[src/rtl/wiper_pkg.sv]
package wiper_pkg;
  localparam int BYTE_W = 8;

  typedef enum logic [2:0] {
    ST_IDLE,
    ST_ID,
    ST_ADDR,
    ST_WDATA,
    ST_READ
  } busState_t;

  typedef struct packed {
    logic shiftRx;
    logic loadTx;
    logic shiftTx;
    logic setPtr;
    logic incPtr;
    logic writeReg;
  } dpStrobe_t;
endpackage

[src/rtl/wiper_bus_ctrl.sv]
module wiper_bus_ctrl
  import wiper_pkg::*;
#(
  parameter int NUM_WIPERS = 4,
  parameter logic [4:0] ID_PREFIX = 5'b01010
) (
  input  logic              clk,
  input  logic              rstN,
  input  logic              sclIn,
  input  logic              sdaIn,
  input  logic [1:0]        strapA,
  input  logic [BYTE_W-1:0] rxByte,
  input  logic              txMsb,
  output logic              sdaOe,
  output dpStrobe_t         strb
);
  localparam logic [BYTE_W-1:0] WIPER_CNT = BYTE_W'(NUM_WIPERS);

  logic      sclPrev, sdaPrev;
  busState_t state;
  logic [3:0] bitCnt;
  logic      ackDrive, txEn, masterAck;

  logic sclRise, sclFall, startCond, stopCond;
  logic idMatch, addrOk, rxState;

  assign sclRise   = sclIn & ~sclPrev;
  assign sclFall   = ~sclIn & sclPrev;
  assign startCond = sclIn & sclPrev & sdaPrev & ~sdaIn;
  assign stopCond  = sclIn & sclPrev & ~sdaPrev & sdaIn;

  assign idMatch = (rxByte[7:3] == ID_PREFIX) && (rxByte[2:1] == strapA);
  assign addrOk  = rxByte < WIPER_CNT;
  assign rxState = (state == ST_ID) || (state == ST_ADDR) || (state == ST_WDATA);

  // datapath strobes
  always_comb begin
    strb = '0;
    strb.shiftRx  = sclRise && rxState && (bitCnt < 4'd8);
    strb.setPtr   = sclRise && (bitCnt == 4'd8) && (state == ST_ADDR) && ackDrive;
    strb.writeReg = sclRise && (bitCnt == 4'd8) && (state == ST_WDATA) && ackDrive;
    strb.incPtr   = sclRise && (bitCnt == 4'd8) && (state == ST_READ);
    strb.shiftTx  = sclFall && (state == ST_READ) && (bitCnt >= 4'd1) && (bitCnt <= 4'd7);
    strb.loadTx   = sclFall && (bitCnt == 4'd9) &&
                    (((state == ST_ID) && ackDrive && rxByte[0]) ||
                     ((state == ST_READ) && masterAck));
  end

  always_ff @(posedge clk or negedge rstN) begin
    if (!rstN) begin
      sclPrev   <= 1'b1;
      sdaPrev   <= 1'b1;
      state     <= ST_IDLE;
      bitCnt    <= '0;
      ackDrive  <= 1'b0;
      txEn      <= 1'b0;
      masterAck <= 1'b0;
    end else begin
      sclPrev <= sclIn;
      sdaPrev <= sdaIn;
      if (startCond) begin
        state     <= ST_ID;
        bitCnt    <= '0;
        ackDrive  <= 1'b0;
        txEn      <= 1'b0;
        masterAck <= 1'b0;
      end else if (stopCond) begin
        state    <= ST_IDLE;
        bitCnt   <= '0;
        ackDrive <= 1'b0;
        txEn     <= 1'b0;
      end else if (state != ST_IDLE) begin
        if (sclRise) begin
          if (bitCnt < 4'd9) bitCnt <= bitCnt + 4'd1;
          if ((bitCnt == 4'd8) && (state == ST_READ)) masterAck <= ~sdaIn;
        end
        if (sclFall) begin
          if ((bitCnt == 4'd8) && rxState) begin
            unique case (state)
              ST_ID:   ackDrive <= idMatch;
              ST_ADDR: ackDrive <= addrOk;
              default: ackDrive <= 1'b1;
            endcase
          end
          if ((bitCnt == 4'd8) && (state == ST_READ)) txEn <= 1'b0;
          if (bitCnt == 4'd9) begin
            ackDrive <= 1'b0;
            bitCnt   <= '0;
            unique case (state)
              ST_ID: begin
                if (!ackDrive) state <= ST_IDLE;
                else if (rxByte[0]) begin
                  state <= ST_READ;
                  txEn  <= 1'b1;
                end else state <= ST_ADDR;
              end
              ST_ADDR:  state <= ackDrive ? ST_WDATA : ST_IDLE;
              ST_READ: begin
                if (masterAck) txEn <= 1'b1;
                else state <= ST_IDLE;
              end
              default:  state <= ST_IDLE;
            endcase
          end
        end
      end
    end
  end

  assign sdaOe = ackDrive | (txEn & ~txMsb);

  AST_IDLE_RELEASED: assert property (@(posedge clk) disable iff (!rstN)
    (state == ST_IDLE) |-> !sdaOe);
  AST_ACK_NINTH_ONLY: assert property (@(posedge clk) disable iff (!rstN)
    ackDrive |-> (bitCnt >= 4'd8));
  AST_SDA_MOVES_SCL_LOW: assert property (@(posedge clk) disable iff (!rstN)
    !$stable(sdaOe) |-> !$past(sclIn));
  AST_START_REARMS: assert property (@(posedge clk) disable iff (!rstN)
    startCond |=> (state == ST_ID) && (bitCnt == 4'd0));
endmodule

[src/rtl/wiper_datapath.sv]
module wiper_datapath
  import wiper_pkg::*;
#(
  parameter int NUM_WIPERS = 4,
  parameter logic [BYTE_W-1:0] RESET_VAL = 8'h80
) (
  input  logic                         clk,
  input  logic                         rstN,
  input  logic                         sdaIn,
  input  dpStrobe_t                    strb,
  output logic [BYTE_W-1:0]            rxByte,
  output logic                         txMsb,
  output logic [NUM_WIPERS*BYTE_W-1:0] wiperBus
);
  localparam int PTR_W = $clog2(NUM_WIPERS);
  localparam logic [PTR_W-1:0] LAST_PTR = PTR_W'(NUM_WIPERS - 1);

  logic [BYTE_W-1:0] rxShift, txShift;
  logic [PTR_W-1:0]  ptr;
  logic [BYTE_W-1:0] wiperReg [NUM_WIPERS];

  always_ff @(posedge clk or negedge rstN) begin
    if (!rstN) begin
      rxShift <= '0;
      txShift <= '0;
      ptr     <= '0;
    end else begin
      if (strb.shiftRx) rxShift <= {rxShift[BYTE_W-2:0], sdaIn};
      if (strb.loadTx) txShift <= wiperReg[ptr];
      else if (strb.shiftTx) txShift <= {txShift[BYTE_W-2:0], 1'b0};
      if (strb.setPtr) ptr <= rxShift[PTR_W-1:0];
      else if (strb.incPtr) ptr <= (ptr == LAST_PTR) ? '0 : ptr + 1'b1;
    end
  end

  for (genvar g = 0; g < NUM_WIPERS; g++) begin : gWiper
    always_ff @(posedge clk or negedge rstN) begin
      if (!rstN) wiperReg[g] <= RESET_VAL;
      else if (strb.writeReg && (ptr == PTR_W'(g))) wiperReg[g] <= rxShift;
    end
    assign wiperBus[g*BYTE_W +: BYTE_W] = wiperReg[g];
  end

  assign rxByte = rxShift;
  assign txMsb  = txShift[BYTE_W-1];

  AST_WIPER_HOLD: assert property (@(posedge clk) disable iff (!rstN)
    !strb.writeReg |=> $stable(wiperBus));
  AST_PTR_WRAP: assert property (@(posedge clk) disable iff (!rstN)
    (strb.incPtr && !strb.setPtr && (ptr == LAST_PTR)) |=> (ptr == '0));
  AST_ONE_STROBE_KIND: assert property (@(posedge clk) disable iff (!rstN)
    $countones({strb.setPtr, strb.writeReg, strb.incPtr}) <= 1);
endmodule

[src/rtl/quad_wiper_i2c.sv]
module quad_wiper_i2c
  import wiper_pkg::*;
#(
  parameter int NUM_WIPERS = 4,
  parameter logic [BYTE_W-1:0] RESET_VAL = 8'h80,
  parameter logic [4:0] ID_PREFIX = 5'b01010
) (
  input  logic                         clk,
  input  logic                         rstN,
  input  logic                         sclIn,
  input  logic                         sdaIn,
  input  logic [1:0]                   strapA,
  output logic                         sdaOe,
  output logic [NUM_WIPERS*BYTE_W-1:0] wiperBus
);
  dpStrobe_t         strb;
  logic [BYTE_W-1:0] rxByte;
  logic              txMsb;

  wiper_bus_ctrl #(.NUM_WIPERS(NUM_WIPERS), .ID_PREFIX(ID_PREFIX)) uCtrl (
    .clk(clk), .rstN(rstN), .sclIn(sclIn), .sdaIn(sdaIn), .strapA(strapA),
    .rxByte(rxByte), .txMsb(txMsb), .sdaOe(sdaOe), .strb(strb)
  );

  wiper_datapath #(.NUM_WIPERS(NUM_WIPERS), .RESET_VAL(RESET_VAL)) uData (
    .clk(clk), .rstN(rstN), .sdaIn(sdaIn), .strb(strb),
    .rxByte(rxByte), .txMsb(txMsb), .wiperBus(wiperBus)
  );
endmodule

[config.mk]
export PLATFORM = sky130hd
export DESIGN_NAME = quad_wiper_i2c
export DESIGN_NICKNAME = d
export VERILOG_FILES = /design/src/rtl/wiper_pkg.sv /design/src/rtl/wiper_bus_ctrl.sv /design/src/rtl/wiper_datapath.sv /design/src/rtl/quad_wiper_i2c.sv
export SDC_FILE = /design/constraint.sdc
export NUM_CORES = 1
export LEC_CHECK = 0
export ABC_CLOCK_PERIOD_IN_PS = 2650
export CORE_MARGIN = 10
export CORE_UTILIZATION = 50
export DETAILED_ROUTE_END_ITERATION = 7
export GPL_TIMING_DRIVEN = 1
export PLACE_DENSITY = 0.73
export SLEW_MARGIN = 20
export SYNTH_ARGS = -nofsm -noshare
export SYNTH_HDL_FRONTEND = slang
export SYNTH_SLANG_ARGS = --single-unit
export TNS_END_PERCENT = 30
[constraint.sdc]
create_clock -name clk -period 2.65 [get_ports clk]
set_input_delay 0.265 -clock clk [delete_from_list [all_inputs] [get_ports clk]]
set_output_delay 0.265 -clock clk [all_outputs]
set_load 0.05 [all_outputs]
==> flow_summary.json <==
{
  "status": "complete, no violations",
  "final_core_util_pct": 62.5,
  "synthCells": 236,
  "synth.avg_cell_area_sq_um": 13.0,
  "grt_setup_unrepaired": "false",
  "skew_ns": 0.00792,
  "multi_input_area_sq_um": 1440,
  "antenna_cells": 0,
  "grt.busiest_layer": "met2",
  "clk_path_buf_depth": 2,
  "cp-end-kind": "flip-flop",
  "synth-main-ff-cell": "dfrtp_1",
  "fin_crit_ns": 2.07,
  "worstPathArrival_ns": 2.30,
  "dr.pass1.iters": 4,
  "syn-num-nets": 250,
  "place_hpwl_microns": 4880,
  "numCtsBuffers": 9,
  "seq_area_frac_synth_pct": 50.7,
  "cts_hold_buf": 0,
  "fin_crit_sh_pct": 78.0,
  "track_usage_pct": 14.3,
  "power.density_nw_per_um2": 635,
  "io_buffers": 38,
  "cp-start-kind": "flip-flop",
  "cts.sinks": 62,
  "design_area_sq_um": 3720,
  "hold_violations": 0,
  "clock_latency_ns": 0.34,
  "tns_ns": 0,
  "finalSetupViolCount": 0,
  "hold_path_class": "in2async",
  "final_cell_mix": "dfrtp_1, mux2_2, clkdlybuf4s50_1",
  "internal_power_mw": 1.66,
  "ant_nets": 0,
  "combPwrFrac_pct": 12.7,
  "swShare_pct": 29.6,
  "die_h_microns": 98.4,
  "ys_async_sr_fraction_pct": 100,
  "pwr-share-clk_pct": 36.8,
  "die_area_sq_um": 9690,
  "synth-seq-cells": 62,
  "die_w_microns": 98.4,
  "p_total_mw": 2.36,
  "grtUsageMet1_pct": 19.2,
  "final_common_cell": "dfrtp_1",
  "required_ns": 2.88,
  "grt_max_degree": 63,
  "syn_to_final_growth_pct": 21.1,
  "routed_wl_microns": 6840,
  "power_frac_seq_pct": 50.5,
  "synth-warning-count": 0,
  "antenna_found_initial": 0,
  "maxSlewViolCount": 0,
  "p_leak_nw": 1.68,
  "netlist_area_sq_um": 3080,
  "vias": 2062,
  "switchingPower_mw": 0.699,
  "rows": 28,
  "coreArea_sq_um": 5960,
  "grtUsageMet3_pct": 3.84,
  "start_util_pct": 51.7,
  "grt-ovfl-total": 0,
  "post_cts_buffers": 0,
  "gp_congestion": 0.867,
  "vias_per_cell": 5.76,
  "initialDrtViolationCount": 67,
  "cp_max_fo": 8,
  "synth.distinct_cells": 52,
  "cts.clk_slew.worst_paths_ns": 0.07,
  "peakVddDrop_v": 0.000394,
  "drive_gt1_share_pct": 29.7,
  "grt_pass1_vias": 2063,
  "cts-resized-gates": 0,
  "grt_first_pass_wirelength_microns": 11200,
  "worstSetupPathType": "reg2reg",
  "met2_usage_pct": 20.9,
  "regArea_sq_um": 1560,
  "tightest_slew_ns": 0.775,
  "timing.fmax_mhz": 484,
  "wire_per_inst_microns": 19.1,
  "synth_edf_count": 0,
  "dpl_cell_area_sq_um": 3520,
  "ios": 39,
  "max_cap_violations": 0,
  "cts_tree": "done",
  "ctsHtreeMaxLevel": 3,
  "cts_root_buf": "clkbuf_8",
  "post-route-drc-count": 0,
  "fillers": 498,
  "nets": 292,
  "relSlewSlack_pct": 48.3
}
synthesized netlist by cell type, drive strengths merged, types with 2 or more instances:
cell / n / area share [%]
nor3: 3 / 0.49
xnor2: 2 / 0.57
a21oi: 7 / 1.1
clkbuf: 3 / 0.37
nor4: 3 / 1.1
nor2: 8 / 0.98
dfstp: 6 / 5.1
mux4: 8 / 5.9
nand2b: 3 / 0.85
o22ai: 2 / 0.41
ha: 8 / 3.3
nand3: 2 / 0.33
nor3b: 3 / 0.89
buf: 7 / 1.3
o21ai: 9 / 1.5
a311oi: 2 / 0.57
dfrtp: 56 / 46
mux2i: 9 / 2.9
o31ai: 2 / 0.49
o211ai: 2 / 0.65
o2bb2ai: 2 / 0.57
nand3b: 3 / 0.73
inv: 7 / 0.85
nand2: 19 / 2.6
xor2: 2 / 0.57
a21o: 2 / 0.49
mux2: 40 / 15
power groups by stage:
| stage | sequential (mW) | clock, mW | combinational, mW |
|---|---|---|---|
| after global routing | 1.21 | 0.926 | 0.330 |
| after CTS | 1.19 | 0.877 | 0.300 |
| after global placement | 1.20 | 0 | 0.293 |
| final | 1.19 | 0.870 | 0.300 |
| after floorplan | 1.12 | 0 | 0.270 |
| after detailed placement | 1.21 | 0 | 0.299 |
flip-flops by register name (all words and copies together), names as in the netlist:
| name | cells |
|---|---|
| uData.wiperBus | 32 |
| uData.rxByte | 8 |
| uData.txShift | 8 |
| uCtrl.bitCnt | 4 |
| uCtrl.state | 3 |
| uData.ptr | 2 |
| uCtrl.ackDrive | 1 |
| uCtrl.masterAck | 1 |
| uCtrl.sclPrev | 1 |
| uCtrl.sdaPrev | 1 |
| uCtrl.txEn | 1 |
cell families after synthesis:
family,share of synthesized area [%]
compound gates,8.34
xor+xnor,1.14
fa+ha+maj,3.25
buf+inv,2.56
flops,50.7
mux,23.4
simple gates,10.6
path summary, 6_finish.rpt:
check                                                  from                             end  slack, ns  cells past startpoint
worst max-delay path            uCtrl.bitCnt[0]$_DFFE_PN0P_   uData.wiperBus[5]$_DFFE_PN0P_       0.58                      6
worst min-delay path                                   rstN  uData.wiperBus[19]$_DFFE_PN0P_       0.07                      2
worst max register to register  uCtrl.bitCnt[0]$_DFFE_PN0P_   uData.wiperBus[5]$_DFFE_PN0P_       0.58                      6
worst min register to register       uCtrl.txEn$_DFFE_PN0P_          uCtrl.txEn$_DFFE_PN0P_       0.52                      1
max in group asynchronous                              rstN      uCtrl.state[2]$_DFFE_PN0P_       2.06                      2
min in group clk                     uCtrl.txEn$_DFFE_PN0P_          uCtrl.txEn$_DFFE_PN0P_       0.52                      1
per-stage QoR:
step                hold slack (ns)  std cells  worst slack, ns
CTS                           0.103        358            0.576
detailed placement            0.479        342            0.427
floorplan                   -0.0306        236            0.845
global route                  0.144        358            0.461
finish                       0.0743        358            0.583
global placement              0.472        342            0.484
routing by layer:
metal,vias to the layer above,share of wire (%)
met5,-,0
met4,0,1.8
met3,11,5.1
met2,48,47
met1,1044,46
li1,959,-
worst max-delay path: stages, from the launching register on:
cell and delay, ns:
dfrtp_1 0.44, inv_1 0.11, ha_1 0.24, nand3b_1 0.16, nor4_4 0.39, nand2_2 0.25, mux2_1 0.37
area by class of cell:
type | count | share of cell area [%]
Inverter | 7 | 0.705
Sequential cell | 62 | 41.9
Clock buffer | 12 | 4.17
Multi-Input combinational cell | 157 | 38.6
Timing Repair Buffer | 41 | 10.7
Tap cell | 75 | 2.52
Clock inverter | 4 | 1.44
No activity file was read; power rests on OpenSTA's default activity.
